File: src/rtl/atm_fmt_pkg.sv
package atm_fmt_pkg;
  localparam int HDR_OCT  = 4;
  localparam int PAY_OCT  = 48;
  localparam int CELL_OCT = 53;
  localparam int PAD_CNT  = 4;

  typedef enum logic [1:0] {
    FMT_PAY   = 2'd0,
    FMT_NOHEC = 2'd1,
    FMT_FULL  = 2'd2,
    FMT_PAD   = 2'd3
  } fmt_e;

  typedef enum logic [2:0] {
    PL_PAY, PL_NOHEC, PL_FULL, PL_PAD, PL_HDRONLY, PL_STAT
  } plan_e;

  typedef enum logic [2:0] {
    SRC_PAD, SRC_HDR, SRC_HEC, SRC_PAY, SRC_STAT
  } src_e;

  typedef struct packed {
    logic [31:0] hdr;
    logic [7:0]  hec;
    logic [7:0]  stat;
    plan_e       plan;
  } desc_t;

  // CRC-8, x^8+x^2+x+1, zero start, MSB first over 32 bits
  function automatic logic [7:0] crc8_32(input logic [31:0] d);
    logic [7:0] c;
    logic       fb;
    c = 8'h00;
    for (int i = 31; i >= 0; i--) begin
      fb = c[7] ^ d[i];
      c  = {c[6:0], 1'b0} ^ (fb ? 8'h07 : 8'h00);
    end
    return c;
  endfunction

  function automatic logic [5:0] plan_len(input plan_e p);
    case (p)
      PL_PAY:     return 6'd48;
      PL_NOHEC:   return 6'd52;
      PL_PAD:     return 6'd57;
      PL_HDRONLY: return 6'd5;
      default:    return 6'd53;
    endcase
  endfunction
endpackage

File: src/rtl/atm_hec_unit.sv
module atm_hec_unit
  import atm_fmt_pkg::*;
#(
  parameter logic [7:0] COSET = 8'h55
) (
  input  logic [31:0] hdr_i,
  input  logic [7:0]  hec_i,
  input  logic        short_cov_i,
  input  logic        coset_en_i,
  input  logic        corr_allow_i,
  output logic [31:0] hdr_o,
  output logic [7:0]  hec_o,
  output logic        fixed_o,
  output logic        uncorr_o
);
  localparam int NBIT = 40;

  logic [31:0]     cov;
  logic [7:0]      syn;
  logic [NBIT-1:0] hit;
  logic [NBIT-1:0] word;

  assign cov = short_cov_i ? {8'h00, hdr_i[23:0]} : hdr_i;
  assign syn = crc8_32(cov) ^ (coset_en_i ? COSET : 8'h00) ^ hec_i;

  // one comparator per single-bit error position
  for (genvar k = 0; k < 8; k++) begin : g_hec_bit
    assign hit[k] = (syn == (8'd1 << k));
  end
  for (genvar j = 0; j < 32; j++) begin : g_hdr_bit
    localparam logic [7:0] SYN_J = crc8_32(32'd1 << j);
    assign hit[8+j] = (syn == SYN_J);
  end

  assign fixed_o  = corr_allow_i && (|hit);
  assign uncorr_o = (syn != 8'h00) && !fixed_o;
  assign word     = {hdr_i, hec_i} ^ (fixed_o ? hit : '0);
  assign hdr_o    = word[39:8];
  assign hec_o    = word[7:0];
endmodule

File: src/rtl/atm_cell_store.sv
module atm_cell_store
  import atm_fmt_pkg::*;
#(
  parameter int          NPORT     = 4,
  parameter int          PW        = 2,
  parameter int          NMATCH    = 3,
  parameter int          NBANK     = 2,
  parameter int          STAT_PORT = 3,
  parameter logic [7:0]  COSET     = 8'h55,
  localparam int         BW        = $clog2(NBANK),
  localparam int         AW        = $clog2(PAY_OCT),
  localparam int         RAW       = BW + AW
) (
  input  logic                 clk,
  input  logic                 rst,
  input  logic                 in_valid,
  input  logic                 in_sop,
  input  logic [7:0]           in_data,
  input  logic [PW-1:0]        in_port,
  input  logic [2*NPORT-1:0]   port_fmt,
  input  logic                 corr_en,
  input  logic                 coset_en,
  input  logic                 short_cov,
  input  logic                 hdr_only,
  input  logic                 stat_en,
  input  logic                 flag_en,
  input  logic [NMATCH-1:0]    match_hit,
  input  logic [NMATCH-1:0]    match_en,
  input  logic [RAW-1:0]       rd_addr,
  output logic [7:0]           rd_data,
  input  logic                 rel_valid,
  input  logic [BW-1:0]        rel_bank,
  output logic [NBANK-1:0]     bank_full,
  output desc_t                bank_desc [NBANK],
  output logic [PW-1:0]        bank_port [NBANK],
  output logic                 hec_fixed
);
  localparam int IW = $clog2(CELL_OCT);

  logic            active;
  logic [IW-1:0]   idx;
  logic [IW-1:0]   pidx;
  logic [BW-1:0]   wr_bank;
  logic [31:0]     hdr_sr;
  logic [PW-1:0]   port_q;
  logic            hec_stage, pay_we;
  logic [31:0]     fix_hdr;
  logic [7:0]      fix_hec;
  logic            hec_uncorr;
  logic            corr_allow;
  logic            any_pad;
  fmt_e            cell_fmt;
  plan_e           plan;
  logic            opt_ok;
  logic [7:0]      stat;
  desc_t           new_desc;
  logic [7:0]      mem [NBANK << AW];

  assign corr_allow = corr_en && coset_en && !short_cov;
  assign hec_stage  = in_valid && active && !in_sop && (idx == IW'(HDR_OCT));
  assign pay_we     = in_valid && active && !in_sop && (idx > IW'(HDR_OCT));
  assign pidx       = idx - IW'(HDR_OCT + 1);

  atm_hec_unit #(.COSET(COSET)) u_hec (
    .hdr_i        (hdr_sr),
    .hec_i        (in_data),
    .short_cov_i  (short_cov),
    .coset_en_i   (coset_en),
    .corr_allow_i (corr_allow),
    .hdr_o        (fix_hdr),
    .hec_o        (fix_hec),
    .fixed_o      (hec_fixed),
    .uncorr_o     (hec_uncorr)
  );

  always_comb begin
    any_pad = 1'b0;
    for (int p = 0; p < NPORT; p++)
      if (port_fmt[2*p +: 2] == FMT_PAD) any_pad = 1'b1;
  end

  assign cell_fmt = fmt_e'(port_fmt[2*port_q +: 2]);
  assign opt_ok   = !any_pad && (port_q == PW'(STAT_PORT));

  always_comb begin
    if (opt_ok && hdr_only)                          plan = PL_HDRONLY;
    else if (opt_ok && stat_en && cell_fmt == FMT_FULL) plan = PL_STAT;
    else begin
      case (cell_fmt)
        FMT_PAY:   plan = PL_PAY;
        FMT_NOHEC: plan = PL_NOHEC;
        FMT_FULL:  plan = PL_FULL;
        default:   plan = PL_PAD;
      endcase
    end
  end

  assign stat = {(!fix_hdr[3] && fix_hdr[1]),
                 (flag_en && hec_uncorr),
                 (flag_en && hec_fixed),
                 5'(match_hit & match_en)};

  always_comb begin
    new_desc.hdr  = fix_hdr;
    new_desc.hec  = fix_hec;
    new_desc.stat = stat;
    new_desc.plan = plan;
  end

  always_ff @(posedge clk) begin
    if (rst) begin
      active    <= 1'b0;
      idx       <= '0;
      wr_bank   <= '0;
      bank_full <= '0;
    end else begin
      if (rel_valid) bank_full[rel_bank] <= 1'b0;
      if (in_valid && in_sop) begin
        active <= 1'b1;
        idx    <= IW'(1);
      end else if (in_valid && active) begin
        idx <= idx + 1'b1;
        if (idx == IW'(CELL_OCT - 1)) begin
          active             <= 1'b0;
          bank_full[wr_bank] <= 1'b1;
          wr_bank            <= (wr_bank == BW'(NBANK - 1)) ? '0 : wr_bank + 1'b1;
        end
      end
    end
  end

  always_ff @(posedge clk) begin
    if (in_valid && in_sop) begin
      hdr_sr <= {hdr_sr[23:0], in_data};
      port_q <= in_port;
    end else if (in_valid && active && idx < IW'(HDR_OCT)) begin
      hdr_sr <= {hdr_sr[23:0], in_data};
    end
    if (hec_stage) begin
      bank_desc[wr_bank] <= new_desc;
      bank_port[wr_bank] <= port_q;
    end
  end

  // payload RAM, one write and one registered read port
  always_ff @(posedge clk) begin
    if (pay_we) mem[{wr_bank, pidx[AW-1:0]}] <= in_data;
    rd_data <= mem[rd_addr];
  end
endmodule

File: src/rtl/atm_out_seq.sv
module atm_out_seq
  import atm_fmt_pkg::*;
#(
  parameter int         NBANK     = 2,
  parameter int         PW        = 2,
  parameter logic [7:0] PAD_OCTET = 8'h00,
  localparam int        BW        = $clog2(NBANK),
  localparam int        AW        = $clog2(PAY_OCT),
  localparam int        RAW       = BW + AW
) (
  input  logic               clk,
  input  logic               rst,
  input  logic [NBANK-1:0]   bank_full,
  input  desc_t              bank_desc [NBANK],
  input  logic [PW-1:0]      bank_port [NBANK],
  input  logic [7:0]         rd_data,
  output logic [RAW-1:0]     rd_addr,
  output logic               rel_valid,
  output logic [BW-1:0]      rel_bank,
  output logic               out_valid,
  output logic               out_sop,
  output logic [7:0]         out_data,
  output logic [PW-1:0]      out_port
);
  logic          busy;
  logic [BW-1:0] rd_bank;
  logic [5:0]    k;
  logic [5:0]    len;
  desc_t         cur;
  logic [PW-1:0] cur_port;
  src_e          src;
  logic [1:0]    hsel;
  logic [5:0]    paddr;
  logic [31:0]   hshift;
  logic [7:0]    oct;
  logic          s_vld, s_sop, s_pay;
  logic [7:0]    s_oct;
  logic [PW-1:0] s_port;

  always_comb begin
    src   = SRC_PAD;
    hsel  = k[1:0];
    paddr = k;
    case (cur.plan)
      PL_PAY: src = SRC_PAY;
      PL_NOHEC: begin
        src   = (k < 6'd4) ? SRC_HDR : SRC_PAY;
        paddr = k - 6'd4;
      end
      PL_FULL: begin
        src   = (k < 6'd4) ? SRC_HDR : (k == 6'd4) ? SRC_HEC : SRC_PAY;
        paddr = k - 6'd5;
      end
      PL_PAD: begin
        src   = (k < 6'd4) ? SRC_PAD : (k < 6'd8) ? SRC_HDR :
                (k == 6'd8) ? SRC_HEC : SRC_PAY;
        paddr = k - 6'd9;
      end
      PL_HDRONLY: src = (k < 6'd4) ? SRC_HDR : SRC_STAT;
      PL_STAT: begin
        src   = (k < 6'd4) ? SRC_HDR : (k < 6'd52) ? SRC_PAY : SRC_STAT;
        paddr = k - 6'd4;
      end
      default: src = SRC_PAD;
    endcase
  end

  assign hshift = cur.hdr >> {~hsel, 3'b000};

  always_comb begin
    case (src)
      SRC_HDR:  oct = hshift[7:0];
      SRC_HEC:  oct = cur.hec;
      SRC_STAT: oct = cur.stat;
      default:  oct = PAD_OCTET;
    endcase
  end

  assign rd_addr   = {rd_bank, paddr[AW-1:0]};
  assign rel_valid = busy && (k == len - 6'd1);
  assign rel_bank  = rd_bank;

  always_ff @(posedge clk) begin
    if (rst) begin
      busy      <= 1'b0;
      rd_bank   <= '0;
      k         <= '0;
      s_vld     <= 1'b0;
      s_sop     <= 1'b0;
      out_valid <= 1'b0;
      out_sop   <= 1'b0;
      out_data  <= '0;
    end else begin
      s_vld <= busy;
      s_sop <= busy && (k == 6'd0);
      if (!busy && bank_full[rd_bank]) begin
        busy     <= 1'b1;
        k        <= '0;
        cur      <= bank_desc[rd_bank];
        cur_port <= bank_port[rd_bank];
        len      <= plan_len(bank_desc[rd_bank].plan);
      end else if (busy) begin
        k <= k + 6'd1;
        if (rel_valid) begin
          busy    <= 1'b0;
          rd_bank <= (rd_bank == BW'(NBANK - 1)) ? '0 : rd_bank + 1'b1;
        end
      end
      out_valid <= s_vld;
      out_sop   <= s_sop;
      out_data  <= s_pay ? rd_data : s_oct;
    end
  end

  always_ff @(posedge clk) begin
    s_pay    <= (src == SRC_PAY);
    s_oct    <= oct;
    s_port   <= cur_port;
    out_port <= s_port;
  end
endmodule

File: src/rtl/atm_cell_formatter.sv
module atm_cell_formatter
  import atm_fmt_pkg::*;
#(
  parameter int         NPORT     = 4,
  parameter int         NBANK     = 2,
  parameter logic [7:0] PAD_OCTET = 8'h00,
  parameter logic [7:0] COSET     = 8'h55,
  localparam int        PW        = $clog2(NPORT),
  localparam int        NMATCH    = NPORT - 1,
  localparam int        BW        = $clog2(NBANK),
  localparam int        RAW       = BW + $clog2(PAY_OCT)
) (
  input  logic                clk,
  input  logic                rst,
  input  logic                in_valid,
  input  logic                in_sop,
  input  logic [7:0]          in_data,
  input  logic [PW-1:0]       in_port,
  input  logic [2*NPORT-1:0]  port_fmt,
  input  logic                corr_en,
  input  logic                coset_en,
  input  logic                short_cov,
  input  logic                hdr_only,
  input  logic                stat_en,
  input  logic                flag_en,
  input  logic [NMATCH-1:0]   match_hit,
  input  logic [NMATCH-1:0]   match_en,
  output logic                out_valid,
  output logic                out_sop,
  output logic [7:0]          out_data,
  output logic [PW-1:0]       out_port
);
  logic [RAW-1:0]   rd_addr;
  logic [7:0]       rd_data;
  logic             rel_valid;
  logic [BW-1:0]    rel_bank;
  logic [NBANK-1:0] bank_full;
  desc_t            bank_desc [NBANK];
  logic [PW-1:0]    bank_port [NBANK];
  logic             hec_fixed;

  atm_cell_store #(
    .NPORT(NPORT), .PW(PW), .NMATCH(NMATCH), .NBANK(NBANK),
    .STAT_PORT(NPORT - 1), .COSET(COSET)
  ) u_store (
    .clk, .rst, .in_valid, .in_sop, .in_data, .in_port, .port_fmt,
    .corr_en, .coset_en, .short_cov, .hdr_only, .stat_en, .flag_en,
    .match_hit, .match_en, .rd_addr, .rd_data, .rel_valid, .rel_bank,
    .bank_full, .bank_desc, .bank_port, .hec_fixed
  );

  atm_out_seq #(
    .NBANK(NBANK), .PW(PW), .PAD_OCTET(PAD_OCTET)
  ) u_seq (
    .clk, .rst, .bank_full, .bank_desc, .bank_port, .rd_data, .rd_addr,
    .rel_valid, .rel_bank, .out_valid, .out_sop, .out_data, .out_port
  );
endmodule

File: config.mk
export PLATFORM = sky130hd
export DESIGN_NAME = atm_cell_formatter
export DESIGN_NICKNAME = d
export VERILOG_FILES = /design/src/rtl/atm_fmt_pkg.sv /design/src/rtl/atm_hec_unit.sv /design/src/rtl/atm_cell_store.sv /design/src/rtl/atm_out_seq.sv /design/src/rtl/atm_cell_formatter.sv
export SDC_FILE = /design/constraint.sdc
export NUM_CORES = 2
export LEC_CHECK = 0
export BUFFER_PORTS_ARGS = -buffer_cell sky130_fd_sc_hd__buf_2
export CORE_ASPECT_RATIO = 0.75
export CORE_MARGIN = 1.5
export CORE_UTILIZATION = 35
export DETAILED_ROUTE_END_ITERATION = 8
export SETUP_SLACK_MARGIN = 0.15
export SLEW_MARGIN = 20
export SYNTH_ARGS = -nofsm -noshare
export SYNTH_HDL_FRONTEND = slang
export SYNTH_SLANG_ARGS = --single-unit
File: constraint.sdc
create_clock -name clk -period 5.1 [get_ports clk]
set_input_delay 0.255 -clock clk [delete_from_list [all_inputs] [get_ports clk]]
set_output_delay 0.255 -clock clk [all_outputs]
set_load 0.01 [all_outputs]
======== Word level (Yosys, flattened, before mapping) ========
Memory sizes are Yosys's and may differ from the RTL's. A register that Yosys moved wholly into a read port is not among the register bits.
Cells that the tools add are included.
storage, ports and cells
  memories kept ........................... 1
  RAM bits ................................ 1024
  register bits after elaboration ......... 242
cells by class
  bitwise operators ....................... 75
  equality and inequality tests ........... 64
  mux-type cells .......................... 93
  shift operators ......................... 2
  reductions and logical operators ........ 45
  magnitude comparators ................... 12
  add/sub/neg operators ................... 9
memories
  memory       words  bits a word  rd ports  clocked after memory_dff  wr ports  line                  RTL
  u_store.mem  128    8            1         1                         1         atm_cell_store.sv:57  logic [7:0] mem [NBANK << AW];
operators with widths
  kind                   count
  $xor A8 B3 Y8          27
  $mux W51               4
  $mux W3                40
  $eq A8 B8 Y1 const B   14
  $bwmux W102            1
  $mux W32               3
  $eq A8 B7 Y1 const B   10
  $demux W51 S1          1
  $eq A8 B6 Y1 const B   5
  $mux W40               1
  $reduce_or A40 Y1      1
  $xor A40 B40 Y40       1
  $eq A8 B5 Y1 const B   4
  $shr A32 B5 Y8         1
  $xor A1 B1 Y1          26
  $eq A8 B4 Y1 const B   3
  $pmux W6 S4            1
  $pmux W8 S3            1
  $logic_and A1 B1 Y1    23
  $mux W1                22
  $mux W2                10
  $pmux W3 S6            1
  $pmux W6 S3            1
  $sub A6 B3 Y6 const B  3
  53 further kinds       96

======== Logic depth before layout (Yosys ltp) ========
  depth in word-level cells ............... 96
  gate-level depth with buffers ........... 15
  gate-level depth less buffers ........... 13

======== Hierarchy ========
A second synthesis with hierarchy kept.
unflattened totals
  cell total of the unflattened synthesis .. 2553
  area total of the unflattened synthesis .. 52073.7 um^2
modules (own cells, without submodules)
  module          sequential area each (um^2)  cells an instance  times used  area an instance (um^2)
  atm_cell_store  35193.8                      1883               1           44830.5
  atm_out_seq     2372.3                       316                1           4335.4
  atm_hec_unit    0.0                          354                1           2907.8

======== Least setup slack after synthesis ========
No wires, ideal clock.
  path type ............................... reg2reg
  from .................................... register u_store.idx[0]
  to ...................................... register u_store.bank_desc[0] (netlist name)
  setup time .............................. 534 ps
  setup slack ............................. -462 ps
  arrival time ............................ 5028 ps
  cell stages (with the launch flop) ...... 8
  cell sequence ........................... dfxtp_1 -> clkinv_1 -> ha_1 -> clkbuf_1 -> inv_1 -> nor4_1 -> nand2_1 -> nor3b_1
on the way
  longest elaborated chain between the ends .. 2
ends and longest elaborated chain
  item                      line                   RTL
  start: declaration        atm_cell_store.sv:41   logic [IW-1:0] idx;
  start signal: assignment  atm_cell_store.sv:122  idx <= idx + 1'b1;
  $eq A6 B3 Y1              atm_cell_store.sv:60   assign hec_stage = in_valid && active && !in_sop && (idx == IW'(HDR_OCT));
  $logic_and A1 B1 Y1       atm_cell_store.sv:60
Every way passes these cells.
A chain may end at the register's enable or synchronous reset.

==> impl_metrics.json <==
{
  "leakage_nw": 18.6,
  "track_usage_pct": 16.1,
  "ys_warn_count": 0,
  "start_kind": "register",
  "clk_latency_ns": 0.73,
  "areaGrowthSynthToFinish_pct": 14.8,
  "synth_top_area_share_pct": 70.7,
  "multi_input_area_um2": 13600,
  "core-area_um2": 146000,
  "place_congestion": 0.895,
  "ff_latch_area_um2": 37500,
  "nFillCells": 12804,
  "wire_per_inst_um": 24.5,
  "cts_made_buffers": 121,
  "grt_pass1_vias": 25485,
  "firstDrtPassIters": 5,
  "antenna_left": 0,
  "slew_headroom_pct": 25.2,
  "grt_pass1_wl_um": 178000,
  "hold_viol_final": 0,
  "io_buffers": 45,
  "status": "finished clean",
  "synth.cell_area_um2": 51600,
  "max_clock_freq_mhz": 223,
  "io_pins": 46,
  "yosys-top-cells-area": "edfxtp_1 (71%), mux4_2 (12%), mux2_2 (2.7%)",
  "crit_buf_inv": 0,
  "p_per_area_nw_per_um2": 407,
  "post-route-period-util_pct": 88.0,
  "cap_violations": 0,
  "path_cells": "xnor2_1 > mux2_4 > xnor2_4 > xnor3_2 > xnor2_2 > xnor2_1 > xor2_1 > mux2_2 > o22ai_1 > a221oi_2 > o211ai_1 > o41ai_2 > o311a_1",
  "cts_max_level": 3,
  "setup_ws_ns": 0.614,
  "die-area_um2": 150000,
  "worstSetupEndpointType": "register",
  "synth-xor-area-share_pct": 3.47,
  "crit_type": "reg -> reg",
  "drv_slew": 0,
  "crit_top_cell": "xnor2_1",
  "max_stage_delay_ns": 0.49,
  "drive_gt1_share_pct": 25.2,
  "synthSimpleGateAreaFrac_pct": 3.91,
  "synthTopCellsByCount": "edfxtp_1 (1215), mux4_2 (274), nor2_1 (217)",
  "wl_um": 121000,
  "synth_edf_count": 1215,
  "rsz0062_at_grt": "no",
  "cp_max_fo": 5,
  "synth_most_common_cell": "edfxtp_1",
  "synth_top_family_by_area": "multiplexers",
  "cp.required_ns": 5.68,
  "period_minus_slack_ns": 4.49,
  "cts-root-buf": "clkbuf_16",
  "drc": 0,
  "via_per_inst": 5.18,
  "synth_fa_ha_area_share_pct": 0.315,
  "synthFlopType": "edfxtp_1",
  "setup.worst_path.start": "u_store.hdr_sr[30]",
  "clk_pin_slew_ns": 0.06,
  "synthCells": 2730,
  "yosysUniqueCellTypes": 70,
  "min_from": "in_data[3]",
  "crit_arrival_ns": 5.06,
  "ys_seq_area_share_pct": 72.7,
  "ys_async_sr_fraction_pct": 0,
  "hold_path_class": "in -> reg",
  "vdd_drop_max_v": 0.000364,
  "via_count": 25585,
  "fin_nets": 2919,
  "place_hpwl_um": 76700,
  "cp_top_family": "XOR/XNOR gates",
  "gr-total-overflow": 0,
  "worstReg2RegStart": "u_store.hdr_sr[30]",
  "die_w_um": 446,
  "critPathSlowestCell": "edfxtp_1",
  "syn_area_per_cell_um2": 18.9,
  "post-place-ws_ns": 0.668,
  "synth_top_area_cell": "edfxtp_1",
  "synth-compound-area-share_pct": 2.32,
  "ys_ff_latch": 1266,
  "antenna_found_initial": 6,
  "start_util_pct": 35.4,
  "tns_ns": 0,
  "postLayoutCoreUtil_pct": 40.6,
  "setup_viol": 0,
  "chipHeight_um": 336,
  "clock_path_buffers": 3,
  "syn_nets": 2777,
  "grt_max_degree": 97,
  "skew_ns": 0.0320,
  "tightest_slew_ns": 1.11,
  "cts_tree": "built",
  "numClockSinks": 1266,
  "synth.area.mux_share_pct": 16.2,
  "drtIter0Drc": 2709,
  "num_rows": 121,
  "postCtsResizedCells": 0
}
cell families (layout without fill, tap and decap cells):
| logic type | Yosys count | after routing |
|---|---|---|
| simple gates | 465 | 465 |
| compound gates | 188 | 188 |
| buf+inv | 149 | 393 |
| mux | 478 | 478 |
| fa+ha+maj | 13 | 13 |
| other cells | 0 | 1 |
| xor+xnor | 171 | 171 |
| flops | 1266 | 1266 |
power breakdown:
part / total, mW / internal [mW] / switching, mW
registers: 11.4 / 11.4 / 0.0333
logic: 3.06 / 1.14 / 1.92
clock network: 9.64 / 5.72 / 3.92
total: 24.1 / 18.3 / 5.87
layout make-up:
class / instances / share of cell area (%)
Clock inverter: 73 / 1.68
Multi-Input combinational cell: 1315 / 23.0
Timing Repair Buffer: 144 / 2.09
Tap cell: 1968 / 4.15
Antenna cell: 1 / 0.00422
Inverter: 24 / 0.152
Sequential cell: 1266 / 63.3
Clock buffer: 152 / 5.59
stage by stage:
| step | instance area [µm²] | hold slack, ns | power (mW) | cells |
|---|---|---|---|---|
| final | 59300 | 0.0422 | 24.1 | 4943 |
| after global routing | 59300 | 0.0218 | 24.9 | 4942 |
| after CTS | 59300 | 0.0282 | 24.3 | 4942 |
| after detailed placement | 54700 | 0.315 | 14.6 | 4697 |
| after global placement | 54700 | 0.312 | 14.7 | 4697 |
| after floorplan | 51600 | 0.310 | 13.7 | 2730 |
registers in the layout (all words and copies together), names as in the netlist, 4 cells and up:
| signal | flops |
|---|---|
| u_store.mem | 1024 |
| u_store.bank_desc | 98 |
| u_seq.cur | 49 |
| u_store.hdr_sr | 32 |
| u_seq.out_data | 8 |
| u_seq.s_oct | 8 |
| u_store.rd_data | 8 |
| u_seq.k | 6 |
| u_store.idx | 6 |
| u_seq.len | 4 |
| u_store.bank_port | 4 |
per-layer routing:
layer | global-route usage, % | wire length, µm | vias up
met4 | 3.16 | 1890 | 0
li1 | - | - | 11151
met3 | 2.90 | 8170 | 149
met1 | 25.0 | 57300 | 13447
met5 | 0 | 0 | -
met2 | 23.7 | 54000 | 838
final timing paths:
| kind | end | slack, ns | cells after the start |
|---|---|---|---|
| worst max register to register | u_store.bank_desc[60] | 0.61 | 13 |
| worst min-delay path | u_store.mem[19][3] | 0.04 | 1 |
| worst max-delay path | u_store.bank_desc[60] | 0.61 | 13 |
| worst min register to register | u_seq.out_port[1] | 0.33 | 0 |
cells in the final DEF, fill, tap and decap left out, drive strengths merged, types with 14 or more instances in the layout:
cell | netlist | layout
inv | 23 | 27
clkbuf | 80 | 152
nor2 | 217 | 217
clkinv | 1 | 42
mux2 | 126 | 126
xnor2 | 108 | 108
nand2b | 14 | 14
mux2i | 78 | 78
o211ai | 33 | 33
nor2b | 18 | 18
nand2 | 125 | 125
o21ai | 88 | 88
a21oi | 19 | 19
nor3 | 22 | 22
xor2 | 49 | 49
dfxtp | 51 | 51
edfxtp | 1215 | 1215
nand3 | 22 | 22
bufinv | 0 | 22
buf | 45 | 124
mux4 | 274 | 274
dlygate4sd3 | 0 | 20
timing repair:
action | CTS | global route
buffers inserted | 0 | 0
hold endpoints to repair | 80 | 0
hold buffers | 20 | 0
Note: power is estimated with default switching activity, not from simulation.
